File: src/rtl/wu_pkg.sv
package wu_pkg;

  typedef enum logic [2:0] {
    ST_IDLE,
    ST_WREQ,
    ST_RREQ,
    ST_FWAIT,
    ST_FDATA,
    ST_DONE
  } wu_state_e;

endpackage

File: src/rtl/wu_line_store.sv
module wu_line_store #(
  parameter int LINES  = 4,
  parameter int TAG_W  = 6,
  parameter int DATA_W = 16,
  localparam int IDX_W = $clog2(LINES)
) (
  input  logic              clk,
  input  logic              rst,
  input  logic              wr_en,
  input  logic [IDX_W-1:0]  wr_idx,
  input  logic [TAG_W-1:0]  wr_tag,
  input  logic [DATA_W-1:0] wr_data,
  input  logic [IDX_W-1:0]  p_idx,
  output logic              p_valid,
  output logic [TAG_W-1:0]  p_tag,
  output logic [DATA_W-1:0] p_rdata,
  input  logic [IDX_W-1:0]  s_idx,
  output logic              s_valid,
  output logic [TAG_W-1:0]  s_tag
);

  logic [LINES-1:0]  valid_q;
  logic [TAG_W-1:0]  tag_q  [LINES];
  logic [DATA_W-1:0] data_ram [LINES];

  always_ff @(posedge clk) begin
    if (rst) begin
      valid_q <= '0;
    end else if (wr_en) begin
      valid_q[wr_idx] <= 1'b1;
    end
  end

  always_ff @(posedge clk) begin
    if (wr_en) tag_q[wr_idx] <= wr_tag;
  end

  // single write port, registered read port: block RAM friendly
  always_ff @(posedge clk) begin
    if (wr_en) data_ram[wr_idx] <= wr_data;
    p_rdata <= data_ram[p_idx];
  end

  assign p_valid = valid_q[p_idx];
  assign p_tag   = tag_q[p_idx];
  assign s_valid = valid_q[s_idx];
  assign s_tag   = tag_q[s_idx];

endmodule

File: src/rtl/wu_cache_ctrl.sv
module wu_cache_ctrl
  import wu_pkg::*;
#(
  parameter int ID     = 0,
  parameter int ID_W   = 2,
  parameter int ADDR_W = 8,
  parameter int DATA_W = 16,
  parameter int LINES  = 4,
  localparam int IDX_W = $clog2(LINES),
  localparam int TAG_W = ADDR_W - IDX_W
) (
  input  logic              clk,
  input  logic              rst,
  input  logic              proc_valid,
  input  logic              proc_write,
  input  logic [ADDR_W-1:0] proc_addr,
  input  logic [DATA_W-1:0] proc_wdata,
  output logic              proc_resp,
  output logic [DATA_W-1:0] proc_rdata,
  output logic              bus_req,
  output logic              bus_req_wr,
  output logic [ADDR_W-1:0] bus_req_addr,
  output logic [DATA_W-1:0] bus_req_data,
  input  logic              bus_gnt,
  input  logic              bus_vld,
  input  logic              bus_wr,
  input  logic [ID_W-1:0]   bus_id,
  input  logic [ADDR_W-1:0] bus_addr,
  input  logic [DATA_W-1:0] bus_data,
  input  logic [DATA_W-1:0] mem_rd_data
);

  wu_state_e st_q;
  logic [ADDR_W-1:0] lat_addr_q;
  logic [DATA_W-1:0] lat_data_q;
  logic [DATA_W-1:0] fill_data_q;
  logic              sel_fill_q;
  logic              resp_q;

  logic              p_valid, s_valid;
  logic [TAG_W-1:0]  p_tag, s_tag;
  logic [DATA_W-1:0] p_rdata;
  logic              p_hit;
  logic              apply_own, apply_snoop, do_fill;
  logic              st_wr_en;
  logic [IDX_W-1:0]  st_wr_idx;
  logic [TAG_W-1:0]  st_wr_tag;
  logic [DATA_W-1:0] st_wr_data;

  assign p_hit = p_valid && (p_tag == proc_addr[ADDR_W-1:IDX_W]);

  // bus application: own broadcast allocates, foreign one updates only a held copy
  assign apply_own   = bus_vld && bus_wr && (bus_id == ID_W'(ID));
  assign apply_snoop = bus_vld && bus_wr && (bus_id != ID_W'(ID)) && s_valid &&
                       (s_tag == bus_addr[ADDR_W-1:IDX_W]);
  assign do_fill     = (st_q == ST_FDATA);

  always_comb begin
    st_wr_en   = do_fill || apply_own || apply_snoop;
    st_wr_idx  = bus_addr[IDX_W-1:0];
    st_wr_tag  = bus_addr[ADDR_W-1:IDX_W];
    st_wr_data = bus_data;
    if (do_fill) begin
      st_wr_idx  = lat_addr_q[IDX_W-1:0];
      st_wr_tag  = lat_addr_q[ADDR_W-1:IDX_W];
      st_wr_data = mem_rd_data;
    end
  end

  wu_line_store #(
    .LINES (LINES),
    .TAG_W (TAG_W),
    .DATA_W(DATA_W)
  ) i_store (
    .clk    (clk),
    .rst    (rst),
    .wr_en  (st_wr_en),
    .wr_idx (st_wr_idx),
    .wr_tag (st_wr_tag),
    .wr_data(st_wr_data),
    .p_idx  (proc_addr[IDX_W-1:0]),
    .p_valid(p_valid),
    .p_tag  (p_tag),
    .p_rdata(p_rdata),
    .s_idx  (bus_addr[IDX_W-1:0]),
    .s_valid(s_valid),
    .s_tag  (s_tag)
  );

  always_ff @(posedge clk) begin
    if (rst) begin
      st_q        <= ST_IDLE;
      resp_q      <= 1'b0;
      sel_fill_q  <= 1'b0;
      lat_addr_q  <= '0;
      lat_data_q  <= '0;
      fill_data_q <= '0;
    end else begin
      resp_q <= 1'b0;
      unique case (st_q)
        ST_IDLE: if (proc_valid) begin
          lat_addr_q <= proc_addr;
          lat_data_q <= proc_wdata;
          if (proc_write) begin
            st_q <= ST_WREQ;
          end else if (p_hit) begin
            st_q       <= ST_DONE;
            resp_q     <= 1'b1;
            sel_fill_q <= 1'b0;
          end else begin
            st_q <= ST_RREQ;
          end
        end
        ST_WREQ: if (bus_gnt) begin
          st_q   <= ST_DONE;
          resp_q <= 1'b1;
        end
        ST_RREQ: if (bus_gnt) st_q <= ST_FWAIT;
        ST_FWAIT: st_q <= ST_FDATA;
        ST_FDATA: begin
          st_q        <= ST_DONE;
          resp_q      <= 1'b1;
          sel_fill_q  <= 1'b1;
          fill_data_q <= mem_rd_data;
        end
        default: st_q <= ST_IDLE;
      endcase
    end
  end

  assign bus_req      = (st_q == ST_WREQ) || (st_q == ST_RREQ);
  assign bus_req_wr   = (st_q == ST_WREQ);
  assign bus_req_addr = lat_addr_q;
  assign bus_req_data = lat_data_q;
  assign proc_resp    = resp_q;
  assign proc_rdata   = sel_fill_q ? fill_data_q : p_rdata;

  AST_FILL_QUIET: assert property (@(posedge clk) disable iff (rst)
    (st_q == ST_FDATA) |-> !bus_vld);
  AST_RESP_PULSE: assert property (@(posedge clk) disable iff (rst)
    proc_resp |=> !proc_resp);
  AST_STORE_ON_BUS: assert property (@(posedge clk) disable iff (rst)
    (st_q == ST_WREQ && bus_gnt) |=> (bus_vld && bus_wr && bus_id == ID_W'(ID)));

endmodule

File: src/rtl/wu_bus_arbiter.sv
module wu_bus_arbiter #(
  parameter int NUM_CORES = 3,
  parameter int ADDR_W    = 8,
  parameter int DATA_W    = 16,
  localparam int ID_W     = (NUM_CORES > 1) ? $clog2(NUM_CORES) : 1
) (
  input  logic                          clk,
  input  logic                          rst,
  input  logic [NUM_CORES-1:0]          req,
  input  logic [NUM_CORES-1:0]          req_wr,
  input  logic [NUM_CORES*ADDR_W-1:0]   req_addr,
  input  logic [NUM_CORES*DATA_W-1:0]   req_data,
  output logic [NUM_CORES-1:0]          gnt,
  output logic                          bus_vld,
  output logic                          bus_wr,
  output logic [ID_W-1:0]               bus_id,
  output logic [ADDR_W-1:0]             bus_addr,
  output logic [DATA_W-1:0]             bus_data
);

  logic            lock;
  logic            found;
  logic [ID_W-1:0] win;

  // a memory read holds the bus for one more cycle so its data returns first
  assign lock = bus_vld && !bus_wr;

  always_comb begin
    gnt   = '0;
    win   = '0;
    found = 1'b0;
    for (int i = 0; i < NUM_CORES; i++) begin
      if (!found && !lock && req[i]) begin
        gnt[i] = 1'b1;
        win    = ID_W'(i);
        found  = 1'b1;
      end
    end
  end

  always_ff @(posedge clk) begin
    if (rst) begin
      bus_vld  <= 1'b0;
      bus_wr   <= 1'b0;
      bus_id   <= '0;
      bus_addr <= '0;
      bus_data <= '0;
    end else begin
      bus_vld <= found;
      if (found) begin
        bus_wr   <= req_wr[win];
        bus_id   <= win;
        bus_addr <= req_addr[win*ADDR_W +: ADDR_W];
        bus_data <= req_data[win*DATA_W +: DATA_W];
      end
    end
  end

  AST_GNT_ONEHOT: assert property (@(posedge clk) disable iff (rst)
    $onehot0(gnt));
  AST_GNT_REQUESTED: assert property (@(posedge clk) disable iff (rst)
    (gnt & ~req) == '0);
  AST_GNT_TO_BUS: assert property (@(posedge clk) disable iff (rst)
    (gnt != '0) |=> bus_vld);

endmodule

File: src/rtl/wu_coherent_cluster.sv
module wu_coherent_cluster #(
  parameter int NUM_CORES = 3,
  parameter int ADDR_W    = 8,
  parameter int DATA_W    = 16,
  parameter int LINES     = 4
) (
  input  logic                        clk,
  input  logic                        rst,
  input  logic [NUM_CORES-1:0]        req_valid,
  input  logic [NUM_CORES-1:0]        req_write,
  input  logic [NUM_CORES*ADDR_W-1:0] req_addr,
  input  logic [NUM_CORES*DATA_W-1:0] req_wdata,
  output logic [NUM_CORES-1:0]        resp_valid,
  output logic [NUM_CORES*DATA_W-1:0] resp_rdata,
  output logic                        mem_wr_en,
  output logic [ADDR_W-1:0]           mem_wr_addr,
  output logic [DATA_W-1:0]           mem_wr_data,
  output logic                        mem_rd_en,
  output logic [ADDR_W-1:0]           mem_rd_addr,
  input  logic [DATA_W-1:0]           mem_rd_data
);

  localparam int ID_W = (NUM_CORES > 1) ? $clog2(NUM_CORES) : 1;

  logic [NUM_CORES-1:0]        bus_req, bus_req_wr, bus_gnt;
  logic [NUM_CORES*ADDR_W-1:0] bus_req_addr;
  logic [NUM_CORES*DATA_W-1:0] bus_req_data;
  logic                        bus_vld, bus_wr;
  logic [ID_W-1:0]             bus_id;
  logic [ADDR_W-1:0]           bus_addr;
  logic [DATA_W-1:0]           bus_data;

  for (genvar c = 0; c < NUM_CORES; c++) begin : g_core
    wu_cache_ctrl #(
      .ID    (c),
      .ID_W  (ID_W),
      .ADDR_W(ADDR_W),
      .DATA_W(DATA_W),
      .LINES (LINES)
    ) i_ctrl (
      .clk         (clk),
      .rst         (rst),
      .proc_valid  (req_valid[c]),
      .proc_write  (req_write[c]),
      .proc_addr   (req_addr[c*ADDR_W +: ADDR_W]),
      .proc_wdata  (req_wdata[c*DATA_W +: DATA_W]),
      .proc_resp   (resp_valid[c]),
      .proc_rdata  (resp_rdata[c*DATA_W +: DATA_W]),
      .bus_req     (bus_req[c]),
      .bus_req_wr  (bus_req_wr[c]),
      .bus_req_addr(bus_req_addr[c*ADDR_W +: ADDR_W]),
      .bus_req_data(bus_req_data[c*DATA_W +: DATA_W]),
      .bus_gnt     (bus_gnt[c]),
      .bus_vld     (bus_vld),
      .bus_wr      (bus_wr),
      .bus_id      (bus_id),
      .bus_addr    (bus_addr),
      .bus_data    (bus_data),
      .mem_rd_data (mem_rd_data)
    );
  end

  wu_bus_arbiter #(
    .NUM_CORES(NUM_CORES),
    .ADDR_W   (ADDR_W),
    .DATA_W   (DATA_W)
  ) i_arb (
    .clk     (clk),
    .rst     (rst),
    .req     (bus_req),
    .req_wr  (bus_req_wr),
    .req_addr(bus_req_addr),
    .req_data(bus_req_data),
    .gnt     (bus_gnt),
    .bus_vld (bus_vld),
    .bus_wr  (bus_wr),
    .bus_id  (bus_id),
    .bus_addr(bus_addr),
    .bus_data(bus_data)
  );

  assign mem_wr_en   = bus_vld && bus_wr;
  assign mem_wr_addr = bus_addr;
  assign mem_wr_data = bus_data;
  assign mem_rd_en   = bus_vld && !bus_wr;
  assign mem_rd_addr = bus_addr;

  AST_MEM_EXCLUSIVE: assert property (@(posedge clk) disable iff (rst)
    !(mem_wr_en && mem_rd_en));
  AST_RD_THEN_IDLE: assert property (@(posedge clk) disable iff (rst)
    mem_rd_en |=> !(mem_wr_en || mem_rd_en));

endmodule

File: config.mk
export PLATFORM = sky130hd
export DESIGN_NAME = wu_coherent_cluster
export DESIGN_NICKNAME = d
export VERILOG_FILES = /design/src/rtl/wu_pkg.sv /design/src/rtl/wu_line_store.sv /design/src/rtl/wu_cache_ctrl.sv /design/src/rtl/wu_bus_arbiter.sv /design/src/rtl/wu_coherent_cluster.sv
export SDC_FILE = /design/constraint.sdc
export NUM_CORES = 1
export LEC_CHECK = 0
export CORE_UTILIZATION = 50
export DETAILED_ROUTE_END_ITERATION = 8
export PLACE_DENSITY_LB_ADDON = 0.1
export SYNTH_ARGS = -nofsm -noshare
export SYNTH_HDL_FRONTEND = slang
export SYNTH_SLANG_ARGS = --single-unit
File: constraint.sdc
create_clock -name clk -period 9.25 [get_ports clk]
set_clock_uncertainty 0.15 [all_clocks]
set_input_delay 1.85 -clock clk [delete_from_list [all_inputs] [get_ports clk]]
set_output_delay 1.85 -clock clk [all_outputs]
set_load 0.02 [all_outputs]
==> impl_metrics.yaml <==
run_status:
  status: "complete, no violations"
synthesis:
  synth_edf_count: 264
  yosys.area.top_type: "edfxtp_1"
  async_flop_share_pct: 0
  yosysUniqueCellTypes: 63
  synthFlopType: "edfxtp_1"
  ys_seq_area_share_pct: 61.9
  synth_nets: 1742
  synthAdderAreaFrac_pct: 0
  muxShareOfSynthArea_pct: 14.5
  synth_top_family_by_area: "multiplexers"
  synth-simple-area-share_pct: 11.1
  yosysTopAreaCellShare_pct: 39.5
  netlist_instances: 1646
  synthTopCellsByArea: "edfxtp_1 (39%), dfxtp_1 (22%), mux4_2 (8.6%)"
  syn_avg_cell_area_um2: 12.2
  synth_compound_area_share_pct: 7.94
  yosysWarningCount: 0
  synth-xor-area-share_pct: 1.66
  ys_ff_latch: 489
  synth_area_um2: 20100
global_routing:
  antenna_found_initial: 1
  grt_start_max_net_pins: 80
  grt_pass1_vias: 12900
  grt_pass1_wl_um: 81200
  grt_overflow_total: 0
  grt.total_usage_pct: 27.1
sta:
  timing.fmax_ghz: 0.218
  fin_crit_ns: 4.59
  fin_tns_setup_ns: 0
  fin_crit_sh_pct: 49.6
  hold_violations: 0
  drv_slew: 0
  setup_viol: 0
  tightest_slew_ns: 1.15
  slew_headroom_pct: 23.0
  rsz0062_at_grt: "false"
layout:
  fin_util_pct: 60.7
  areaGrowthSynthToFinish_pct: 19.8
  fin_area_um2: 24100
  drive_gt1_share_pct: 14.3
  n_antenna_cell: 0
  final_nets: 1885
  fillers: 3202
critical_path:
  cp-end-kind: "output pin"
  crit_path_start_kind: "flop"
  worstSetupPathType: "flop to output pin"
  rrSetupSlack_ns: 5.32
  worstSetupStartpoint: "g_core[0].i_ctrl.sel_fill_q$_SDFFE_PP0P_"
  arrival_ns: 2.59
  path_max_fanout: 17
  required_ns: 7.25
flow_run:
  cap_violations: 0
place:
  place_hpwl_um: 36200
  io_buffers: 180
  post_dp_cell_area_um2: 22300
  gp_congestion: 0.873
detailed_routing:
  viasPerCell: 5.69
  drc_errors: 0
  antenna_left: 0
  first_pass_iters: 5
  drt-total-wl_um: 54700
  drt_iter0_markers: 1181
  routed-via-count: 13400
  routedWlPerCell_um: 23.2
cts:
  postCtsSetupBuffers: 0
  cts_root_buffer: "clkbuf_16"
  cts_tree: "yes"
  cts_sinks: 489
  htree_levels: 2
  clock_latency_ns: 0.58
  clk_path_buf_depth: 3
  cts_made_buffers: 49
  postCtsHoldBufs: 0
  clk_pin_slew_worst_paths_ns: 0.06
  cts-resized-gates: 0
pwr:
  p_per_area_nw_per_um2: 235
  p_leak_nw: 8.44
  peakVddDrop_mv: 0.144
die:
  core_um2: 39600
  initial_core_util_pct: 50.7
  die_x_um: 202
  rows: 73
  io_pins: 181
  dieArea_um2: 41000
  die_y_um: 202
min_path:
  hp-start: "g_core[0].i_ctrl.fill_data_q[7]$_SDFFE_PP0P_"
  hold_class: "flop to flop"
synth_stat cells (all sizes together) (4+ instances only):
cell type,number
edfxtp,264
clkbuf,81
mux2i,50
a21oi,143
o21ai,39
nor2b,6
nor3b,4
a311oi,9
o221ai,4
nand3,6
nand4,6
and2,6
dfxtp,225
buf,33
inv,23
a22o,24
xor2,11
xnor2,27
a21o,4
nand2b,7
nand2,416
or3,10
nand3b,9
mux4,77
mux2,59
a211oi,10
nor2,35
nor3,16
state kept, by name, indices dropped and copies added, names as in the netlist, named ones only:
name                            flops
g_core.i_ctrl.bus_req_addr         24
g_core.i_ctrl.bus_req_data         48
g_core.i_ctrl.fill_data_q          48
g_core.i_ctrl.i_store.data_ram    192
g_core.i_ctrl.i_store.p_rdata      48
g_core.i_ctrl.i_store.tag_q        72
g_core.i_ctrl.i_store.valid_q      12
g_core.i_ctrl.proc_resp             3
g_core.i_ctrl.sel_fill_q            3
g_core.i_ctrl.st_q                  9
i_arb.bus_addr                      8
i_arb.bus_data                     16
i_arb.bus_id                        2
i_arb.bus_vld                       1
i_arb.bus_wr                        1
routing by layer:
layer | track usage, % | vias to the layer above | routed length (um)
met3 | 5.16 | 92 | 4130
li1 | - | 6213 | -
met1 | 37.6 | 6620 | 23300
met4 | 11.5 | 0 | 2370
met5 | 0 | - | 0
met2 | 41.6 | 483 | 24900
per-stage QoR:
stage          std cells  hold slack (ns)  setup WS [ns]  total power [mW]
2_1_floorplan       1646            0.283           5.31              3.19
3_3_place_gp        2263            0.289           4.41              3.59
3_5_place_dp        2263            0.293           4.38              3.60
4_1_cts             2355            0.303           4.59              5.70
6_report            2355            0.302           4.66              5.66
5_1_grt             2355            0.313           4.59              5.87
power by group:
group / switching [mW] / internal, mW / leakage, nW
Sequential: 0.153 / 2.47 / 4.39
Combinational: 0.560 / 0.380 / 3.21
Clock: 0.831 / 1.28 / 0.840
cell families (layout without fill, tap and decap cells):
family | Yosys count | count (layout)
muxes | 186 | 186
DFF | 489 | 489
xor gates and xnor gates | 38 | 38
AOI/OAI and AO/OA | 263 | 263
buffers and inverters | 137 | 321
and+or+nand+nor | 533 | 533
final timing paths:
kind                                                                          end  cells past startpoint
worst min-delay path                 g_core[0].i_ctrl.fill_data_q[7]$_SDFFE_PP0P_                      2
worst max register to register  g_core[1].i_ctrl.i_store.data_ram[1][3]$_DFFE_PP_                      7
worst min register to register       g_core[0].i_ctrl.fill_data_q[7]$_SDFFE_PP0P_                      2
worst max-delay path                                               resp_rdata[11]                      2
worst max-delay path, cell delays in order, from the launching register on:
cell             delay [ns]
dfxtp_1                0.98
mux2_2                 0.46
clkdlybuf4s50_1        0.54
final cells by class:
type                       count  area (um2)  share of cell area [%]
clock buffer                  61        1330                    5.54
clock inverter                31         385                    1.60
inverter                      23        86.3                   0.359
multi-input combinational   1020        7180                    29.9
sequential                   489       12400                    51.7
tap                          525         657                    2.73
timing repair buffer         206        1980                    8.25
placed cells by master, fill, tap and decap left out, types with 4 or more instances in the layout:
master / netlist / layout
nand3_1: 6 / 6
nor2b_1: 6 / 6
nand2b_1: 7 / 7
nor2_1: 35 / 35
buf_4: 12 / 27
dfxtp_1: 225 / 225
a22o_1: 24 / 24
xnor2_1: 27 / 27
nand2_1: 416 / 416
clkbuf_1: 81 / 8
bufinv_16: 0 / 9
a21oi_1: 143 / 134
edfxtp_1: 264 / 264
clkdlybuf4s50_1: 0 / 177
mux2_2: 58 / 58
clkbuf_16: 0 / 51
mux2i_1: 50 / 50
o21ai_0: 39 / 39
nand3b_1: 9 / 9
a21oi_4: 0 / 8
clkinv_2: 0 / 7
clkinv_1: 0 / 10
inv_1: 23 / 23
xor2_1: 11 / 11
a21o_1: 4 / 4
mux4_2: 77 / 77
a311oi_1: 9 / 9
nand4_1: 6 / 6
nor3_1: 15 / 14
and2_1: 6 / 6
or3_1: 10 / 10
o221ai_1: 4 / 4
a211oi_1: 9 / 9
No activity file was read; power rests on OpenSTA's default activity.
